--- config.mk ---
export PLATFORM = sky130hd
export DESIGN_NAME = swire_master
export DESIGN_NICKNAME = d
export VERILOG_FILES = /design/src/rtl/swire_pkg.sv /design/src/rtl/swire_dp.sv /design/src/rtl/swire_ctrl.sv /design/src/rtl/swire_master.sv
export SDC_FILE = /design/constraint.sdc
export NUM_CORES = 1
export LEC_CHECK = 0
export ABC_AREA = 1
export BUFFER_PORTS_ARGS = -buffer_cell sky130_fd_sc_hd__buf_2
export CORE_ASPECT_RATIO = 1.75
export CORE_UTILIZATION = 59
export CTS_CLUSTER_SIZE = 24
export DETAILED_ROUTE_END_ITERATION = 7
export PLACE_DENSITY_LB_ADDON = 0.3
export SETUP_SLACK_MARGIN = 0.3
export SLEW_MARGIN = 15
export SYNTH_ARGS = -nofsm -noshare
export SYNTH_HDL_FRONTEND = slang
export SYNTH_HIERARCHICAL = 1
export SYNTH_SLANG_ARGS = --single-unit
export TNS_END_PERCENT = 20
--- constraint.sdc ---
create_clock -name clk -period 2.2 [get_ports clk]
set_input_delay 0.44 -clock clk [delete_from_list [all_inputs] [get_ports clk]]
set_output_delay 0.44 -clock clk [all_outputs]
set_load 0.02 [all_outputs]
--- src/rtl/swire_pkg.sv ---
package swire_pkg;

  typedef enum logic [1:0] {
    CMD_RESET = 2'b00,
    CMD_WRITE = 2'b01,
    CMD_READ  = 2'b10,
    CMD_NONE  = 2'b11
  } cmd_e;

  // strobes from control to datapath, one cycle each
  typedef struct packed {
    logic clearFlags;
    logic loadByte;
    logic shiftBit;
    logic useSample;
    logic samplePres;
    logic finishRead;
  } strobe_t;

  // microseconds to clock cycles, rounded up
  function automatic int usToCycles(input longint hz, input int us);
    return int'((hz * longint'(us) + longint'(999_999)) / longint'(1_000_000));
  endfunction

endpackage

--- src/rtl/swire_dp.sv ---
module swire_dp
  import swire_pkg::*;
#(
  parameter int BITS = 8
) (
  input  logic            clk,
  input  logic            rst,
  input  strobe_t         strb,
  input  logic [BITS-1:0] wrData,
  input  logic            busLine,
  output logic            curBit,
  output logic [BITS-1:0] rdData,
  output logic            presenceErr
);

  logic [1:0]      syncQ;
  logic            lineS;
  logic [BITS-1:0] shiftQ;

  always_ff @(posedge clk) begin
    if (rst) syncQ <= 2'b11;
    else     syncQ <= {syncQ[0], busLine};
  end
  assign lineS = syncQ[1];

  always_ff @(posedge clk) begin
    if (rst) begin
      shiftQ <= '0;
    end else if (strb.loadByte) begin
      shiftQ <= wrData;
    end else if (strb.shiftBit) begin
      shiftQ <= {strb.useSample ? lineS : 1'b0, shiftQ[BITS-1:1]};
    end
  end
  assign curBit = shiftQ[0];

  always_ff @(posedge clk) begin
    if (rst)                  rdData <= '0;
    else if (strb.finishRead) rdData <= shiftQ;
  end

  always_ff @(posedge clk) begin
    if (rst)                  presenceErr <= 1'b0;
    else if (strb.clearFlags) presenceErr <= 1'b0;
    else if (strb.samplePres) presenceErr <= lineS;
  end

endmodule

--- src/rtl/swire_ctrl.sv ---
module swire_ctrl
  import swire_pkg::*;
#(
  parameter int CLK_HZ = 50_000_000,
  parameter int BITS   = 8
) (
  input  logic       clk,
  input  logic       rst,
  input  logic       start,
  input  logic [1:0] cmd,
  input  logic       curBit,
  output logic       busy,
  output logic       done,
  output logic       driveLow,
  output strobe_t    strb
);

  localparam int RSTL_C   = usToCycles(CLK_HZ, 602);
  localparam int MSP_C    = usToCycles(CLK_HZ, 72);
  localparam int RSTH_C   = usToCycles(CLK_HZ, 68 + 260 + 5 + 2);
  localparam int SLOT_C   = usToCycles(CLK_HZ, 70);
  localparam int W0L_C    = usToCycles(CLK_HZ, 63);
  localparam int W1L_C    = usToCycles(CLK_HZ, 7);
  localparam int RL_C     = usToCycles(CLK_HZ, 7);
  localparam int MSR_C    = usToCycles(CLK_HZ, 9);
  localparam int SYNC_LAT = 2;
  localparam int PRES_PT  = MSP_C + SYNC_LAT;
  localparam int RSMP_PT  = MSR_C + SYNC_LAT;
  localparam int MAX_C    = (RSTL_C > RSTH_C) ? RSTL_C : RSTH_C;
  localparam int CNT_W    = $clog2(MAX_C + 1);
  localparam int IDX_W    = (BITS > 1) ? $clog2(BITS) : 1;

  typedef enum logic [1:0] {ST_IDLE, ST_RLOW, ST_RWAIT, ST_SLOT} state_e;

  state_e           state;
  logic [CNT_W-1:0] cnt;
  logic [IDX_W-1:0] bitIdx;
  logic             isRead;
  logic             accept, lastBit, endRlow, endRwait, endSlot;
  logic [CNT_W-1:0] lowLen;

  assign accept   = (state == ST_IDLE) && start && (cmd_e'(cmd) != CMD_NONE);
  assign lastBit  = (bitIdx == IDX_W'(BITS - 1));
  assign endRlow  = (cnt == CNT_W'(RSTL_C - 1));
  assign endRwait = (cnt == CNT_W'(RSTH_C - 1));
  assign endSlot  = (cnt == CNT_W'(SLOT_C - 1));
  assign busy     = (state != ST_IDLE);

  always_comb begin
    if (isRead)      lowLen = CNT_W'(RL_C);
    else if (curBit) lowLen = CNT_W'(W1L_C);
    else             lowLen = CNT_W'(W0L_C);
  end

  assign driveLow = (state == ST_RLOW) || ((state == ST_SLOT) && (cnt < lowLen));

  always_comb begin
    strb = '0;
    if (accept) begin
      strb.clearFlags = 1'b1;
      strb.loadByte   = (cmd_e'(cmd) == CMD_WRITE);
    end
    if (state == ST_RWAIT && cnt == CNT_W'(PRES_PT)) strb.samplePres = 1'b1;
    if (state == ST_SLOT) begin
      if (isRead && cnt == CNT_W'(RSMP_PT)) begin
        strb.shiftBit  = 1'b1;
        strb.useSample = 1'b1;
      end
      if (!isRead && endSlot) strb.shiftBit = 1'b1;
      if (isRead && endSlot && lastBit) strb.finishRead = 1'b1;
    end
  end

  always_ff @(posedge clk) begin
    if (rst) begin
      state  <= ST_IDLE;
      cnt    <= '0;
      bitIdx <= '0;
      isRead <= 1'b0;
      done   <= 1'b0;
    end else begin
      done <= 1'b0;
      unique case (state)
        ST_IDLE: if (accept) begin
          cnt    <= '0;
          bitIdx <= '0;
          isRead <= (cmd_e'(cmd) == CMD_READ);
          state  <= (cmd_e'(cmd) == CMD_RESET) ? ST_RLOW : ST_SLOT;
        end
        ST_RLOW: begin
          cnt <= endRlow ? '0 : cnt + 1'b1;
          if (endRlow) state <= ST_RWAIT;
        end
        ST_RWAIT: begin
          cnt <= cnt + 1'b1;
          if (endRwait) begin
            state <= ST_IDLE;
            done  <= 1'b1;
          end
        end
        ST_SLOT: begin
          cnt <= cnt + 1'b1;
          if (endSlot) begin
            cnt    <= '0;
            bitIdx <= bitIdx + 1'b1;
            if (lastBit) begin
              state <= ST_IDLE;
              done  <= 1'b1;
            end
          end
        end
        default: state <= ST_IDLE;
      endcase
    end
  end

endmodule

--- src/rtl/swire_master.sv ---
module swire_master
  import swire_pkg::*;
#(
  parameter int CLK_HZ = 50_000_000,
  parameter int BITS   = 8
) (
  input  logic            clk,
  input  logic            rst,
  input  logic            start,
  input  logic [1:0]      cmd,
  input  logic [BITS-1:0] wrData,
  output logic            busy,
  output logic            done,
  output logic [BITS-1:0] rdData,
  output logic            presenceErr,
  output logic            busDriveLow,
  input  logic            busLine
);

  strobe_t strb;
  logic    curBit;

  swire_ctrl #(.CLK_HZ(CLK_HZ), .BITS(BITS)) u_ctrl (
    .clk(clk), .rst(rst), .start(start), .cmd(cmd), .curBit(curBit),
    .busy(busy), .done(done), .driveLow(busDriveLow), .strb(strb)
  );

  swire_dp #(.BITS(BITS)) u_dp (
    .clk(clk), .rst(rst), .strb(strb), .wrData(wrData), .busLine(busLine),
    .curBit(curBit), .rdData(rdData), .presenceErr(presenceErr)
  );

endmodule

# Word level (Yosys, flattened, before mapping)

Index checks and enable logic that the tools add are counted.

Equal/unequal tests: 17
Reductions and logical operators: 19
Add/sub/neg operators: 2
$lt $le $gt $ge: 1
Muxes and demuxes: 30

Operators with widths:

| cell                                                                    | number |
|---|---|
| 15-bit two-way mux                                                      | 4 |
| 15-bit case mux with 4 select lines                                     | 1 |
| 15-bit by 12-bit equality test with 1-bit output, second input constant | 2 |
| 15-bit equality test, second input constant                             | 2 |
| 2-bit two-way mux                                                       | 9 |
| 8-bit two-way mux                                                       | 2 |
| 15-bit by 1-bit adder with 15-bit output, second input constant         | 1 |
| 15-bit by 9-bit equality test with 1-bit output, second input constant  | 1 |
| 15-bit < comparator                                                     | 1 |
| 12-bit two-way mux                                                      | 1 |
| 2-bit by 1-bit inequality test with 1-bit output, second input constant | 5 |
| 1-bit logical AND                                                       | 8 |
| 1-bit two-way mux                                                       | 8 |
| 2-bit case mux with 4 select lines                                      | 1 |
| 2-bit equality test, second input constant                              | 3 |
| 3-bit two-way mux                                                       | 2 |
| 3-bit case mux with 2 select lines                                      | 1 |
| 2-bit nonzero test                                                      | 3 |
| 5-bit AND reduction                                                     | 1 |
| 2-bit by 1-bit equality test with 1-bit output, second input constant   | 2 |
| 2-bit logical NOT                                                       | 2 |
| 3-bit by 1-bit adder with 3-bit output, second input constant           | 1 |
| 3-bit equality test, second input constant                              | 1 |
| 3-bit AND reduction                                                     | 1 |
| other kinds (6)                                                         | 6 |

Input bits: 14
Word-level logic and storage cells: 78
Flip-flop bits (word level): 41

# Logic depth before layout (Yosys ltp)

Depth after elaboration: 8
Mapped depth: 13
Depth with buffers taken out: 13

# Cells and area by module

Netlist, hierarchy kept.

Modules (own cells, without submodules):

| module     | cells an instance | instances | sequential area each (um^2) | area an instance (um^2) |
|---|---|---|---|---|
| swire_ctrl | 291               | 1         | 440.4                       | 1761.7 |
| swire_dp   | 110               | 1         | 380.4                       | 790.8 |

# Worst setup path after synthesis

Ideal clock, no wire load.

Path kind: reg-to-output
Start: register u_ctrl.isRead
End: output port busDriveLow
Arrival: 1435 ps
Path buffers: 0
Stages on the path, launching flop included: 9
Data required time: 1760 ps
Path slack: 325 ps
Cells stage by stage: dfxtp_1 > nor2_1 > inv_1 > ha_1 > nand4_1 > nor3_1 > nand2_1 > o211ai_1 > a21oi_1

Longest elaborated chain between the ends: 4

RTL lines:

| what                   | RTL line           | text |
|---|---|---|
| start, declared        | swire_ctrl.sv:38   | `logic isRead;` |
| start signal, assigned | swire_ctrl.sv:87   | `isRead <= (cmd_e'(cmd) == CMD_READ);` |
| 15-bit two-way mux     | swire_ctrl.sv:50   | `if (isRead) lowLen = CNT_W'(RL_C);` |
| 15-bit < comparator    | swire_ctrl.sv:55   | `assign driveLow = (state == ST_RLOW) \|\| ((state == ST_SLOT) && (cnt < lowLen));` |
| 1-bit logical AND      | swire_ctrl.sv:55   |  |
| 1-bit logical OR       | swire_ctrl.sv:55   |  |
| end, declared          | swire_master.sv:16 | `output logic busDriveLow,` |

No other way between the ends.

# Worst setup path in the final report

Start: register u_dp.shiftQ[0]
End: output port busDriveLow

Longest elaborated chain between the ends: 5

RTL lines:

| what                   | RTL line         | text |
|---|---|---|
| start, declared        | swire_dp.sv:18   | `logic [BITS-1:0] shiftQ;` |
| start signal, assigned | swire_dp.sv:30   | `shiftQ <= wrData;` |
| start signal, assigned | swire_dp.sv:32   | `shiftQ <= {strb.useSample ? lineS : 1'b0, shiftQ[BITS-1:1]};` |
| 12-bit two-way mux     | swire_ctrl.sv:51 | `else if (curBit) lowLen = CNT_W'(W1L_C);` |
| 15-bit two-way mux     | swire_ctrl.sv:50 |  |
| 15-bit < comparator    | swire_ctrl.sv:55 |  |
| 1-bit logical AND      | swire_ctrl.sv:55 |  |
| 1-bit logical OR       | swire_ctrl.sv:55 |  |

No other way between the ends.

==> results.json <==
{
  "setup_viol": 1,
  "multiInputGateArea_um2": 1510,
  "arrival_ps": 1780,
  "ir_drop_uv": 538,
  "hold_start": "busLine",
  "die-area_um2": 4600,
  "grt_usage_pct": 33.1,
  "power_density_nw_per_um2": 685,
  "holdPathStages": 2,
  "synthFlopType": "dfxtp_1",
  "cts-buffers-inserted": 5,
  "fin_ws_ps": -15.9,
  "io_pins": 26,
  "p_total_mw": 2.03,
  "min_path_type": "in2reg",
  "core_area_um2": 4150,
  "critPathTopFamily": "buffers and inverters",
  "syn-num-nets": 425,
  "die_w_um": 51.7,
  "grt_pass1_wl_um": 11300,
  "reg2reg_slack_ps": 350,
  "wl_per_cell_um": 14.3,
  "port_buffers": 25,
  "violations": "negative setup slack",
  "cts.sinks": 41,
  "worst_pin_slew_ps": 591,
  "fin_crit_ps": 2220,
  "clk-insertion-delay-late_ps": 290,
  "whs_ps": 331,
  "synth.top_cell.area_share_pct": 32.2,
  "drtIter0Drc": 111,
  "ctsLongestPathBuffers": 2,
  "slew_headroom_pct": 60.2,
  "path_max_fanout": 2,
  "postSynthCellCount": 401,
  "status": "finished with violations",
  "p_leak_nw": 1.49,
  "synth.largest_area_cell": "dfxtp_1",
  "r2r-start": "u_ctrl/cnt[7]$_SDFFE_PP0P_",
  "r2r.worst_path.cells": 11,
  "seq_area_um2": 835,
  "final_util_pct": 71.6,
  "synthDistinctLibCells": 33,
  "via_per_inst": 5.51,
  "antenna_left": 0,
  "post-route-drc-count": 0,
  "num-fill-cells": 386,
  "diodes": 0,
  "grt_pass1_vias": 2556,
  "clk_pin_slew_ps": 80,
  "rsz0062_at_grt": "yes",
  "synth_seq_cells": 41,
  "end_kind": "output port",
  "cp_slowest_stage_delay_ps": 340,
  "yosys-top-cells-area": "dfxtp_1 32%, nand2_1 18%, nor2_1 7.6%",
  "synth.most_common_cell": "nand2_1",
  "min_period_over_period_pct": 101,
  "ys_top_cells_by_count": "121 x nand2_1, 52 x nor2_1, 44 x inv_1, 41 x dfxtp_1, 24 x nand3_1",
  "htreeDepth": 2,
  "grt_overflow": 0,
  "final_net_count": 462,
  "synth_edf_count": 0,
  "root_buffer": "clkbuf_8",
  "cap_violations": 0,
  "via_count": 2691,
  "drt-pass1-iter-count": 4,
  "drive_above_1_share_pct": 21.9,
  "worstPathRequired_ps": 1760,
  "crit_top_cell": "buf_4",
  "rows": 31,
  "cp_slowest_cell": "dfxtp_2",
  "tritoncts": "yes",
  "fp.dieH_um": 89.0,
  "area_growth_pct": 16.4,
  "antenna_found_initial": 0,
  "synthArstFlopShare_pct": 0,
  "cp-start-kind": "register",
  "finalHoldViolCount": 0,
  "worst-path-buf-inv": 3,
  "netlist_area_um2": 2550,
  "slew_viol_final": 0,
  "gp_congestion": 0.926,
  "wl_um": 6960,
  "cts-hold-fix-buffers": 0,
  "crit_chain": "nor2_4, inv_2, ha_4, nand4_1, buf_4, o211ai_1, a21oi_1, buf_4",
  "yosys_warnings": 6,
  "dp_slack_ps": 168,
  "whs_endpoint": "u_dp/syncQ[0]$_SDFF_PP1_",
  "hpwlAfterDp_um": 5230,
  "seq_area_frac_synth_pct": 32.2,
  "r2r_end": "u_dp/shiftQ[0]$_SDFFE_PP0P_",
  "skew_ps": 6.32,
  "grt_max_degree": 21,
  "syn_area_per_cell_um2": 6.37,
  "fmax_ghz": 0.451,
  "critPathKind": "reg2out",
  "start_util_pct": 61.5
}
worst max path at each step:
stage,from,depth (start not counted),end
2_1_floorplan,u_ctrl/isRead$_SDFFE_PP0P_,8,busDriveLow
3_3_place_gp,u_ctrl/isRead$_SDFFE_PP0P_,9,busDriveLow
4_1_cts,u_dp/shiftQ[0]$_SDFFE_PP0P_,9,busDriveLow
6_report,u_dp/shiftQ[0]$_SDFFE_PP0P_,8,busDriveLow
3_5_place_dp,u_ctrl/isRead$_SDFFE_PP0P_,9,busDriveLow
5_1_grt,u_dp/shiftQ[0]$_SDFFE_PP0P_,8,busDriveLow
logic make-up after synthesis:
kind of cell    count (synthesis)  synth area share, %
fa+ha+maj                      10                 4.90
flops                          41                 32.2
buf+inv                        68                 11.4
compound gates                 46                 9.80
simple gates                  230                 39.7
xor+xnor                        6                 2.06
through the flow:
stage,std cells,TNS [ps],area [um^2]
floorplan,401,0,2550
global placement,474,0,2740
detailed placement,474,0,2740
CTS,486,0,2900
global route,488,-114,2970
finish,488,-15.9,2970
registers in the layout, summed over array words and instances, names as in the netlist:
name	flops
u_ctrl/bitIdx	3
u_dp/syncQ	2
u_ctrl/isRead	1
u_dp/rdData	8
u_dp/presenceErr	1
u_dp/shiftQ	8
u_ctrl/done	1
u_ctrl/cnt	15
u_ctrl/state	2
timing repair:
item,4_1_cts,5_1_grt
endpoints found under the setup margin,9,25
pin swaps,4,1
setup buffers,4,1
gates resized for setup,10,16
gates cloned,0,1
layout make-up:
| cell class | instances | area share [%] |
|---|---|---|
| Multi-Input combinational cell | 292 | 50.9 |
| Sequential cell | 41 | 28.1 |
| Timing Repair Buffer | 42 | 8.84 |
| Inverter | 56 | 7.16 |
| Clock buffer | 6 | 2.44 |
| Tap cell | 49 | 2.06 |
| Clock inverter | 2 | 0.505 |
where the power goes:
part | leakage, nW | switching [mW] | total (mW) | internal, mW
Sequential | 0.337 | 0.0679 | 0.880 | 0.812
Combinational | 1.11 | 0.424 | 0.656 | 0.232
Clock | 0.0374 | 0.275 | 0.498 | 0.224
routing by layer:
layer | vias to the layer above | part of all wire (%) | track usage [%]
li1 | 1335 | - | -
met1 | 1260 | 37 | 30.7
met2 | 72 | 55 | 63.0
met3 | 24 | 3.0 | 6.12
met4 | 0 | 5.0 | 22.4
met5 | - | 0 | 0
cell usage in the layout (no fill, tap or decap), types with 6 or more instances in the layout:
cell type	instances
buf_4	16
xor2_1	6
o21ai_1	8
buf_2	24
ha_1	7
o21ai_0	10
a21oi_1	19
nand2_1	120
dfxtp_1	34
nor2_1	50
nor2_2	9
nand3_1	24
nand4_1	7
inv_1	42
inv_2	13
No activity file was read; power rests on OpenSTA's default activity.
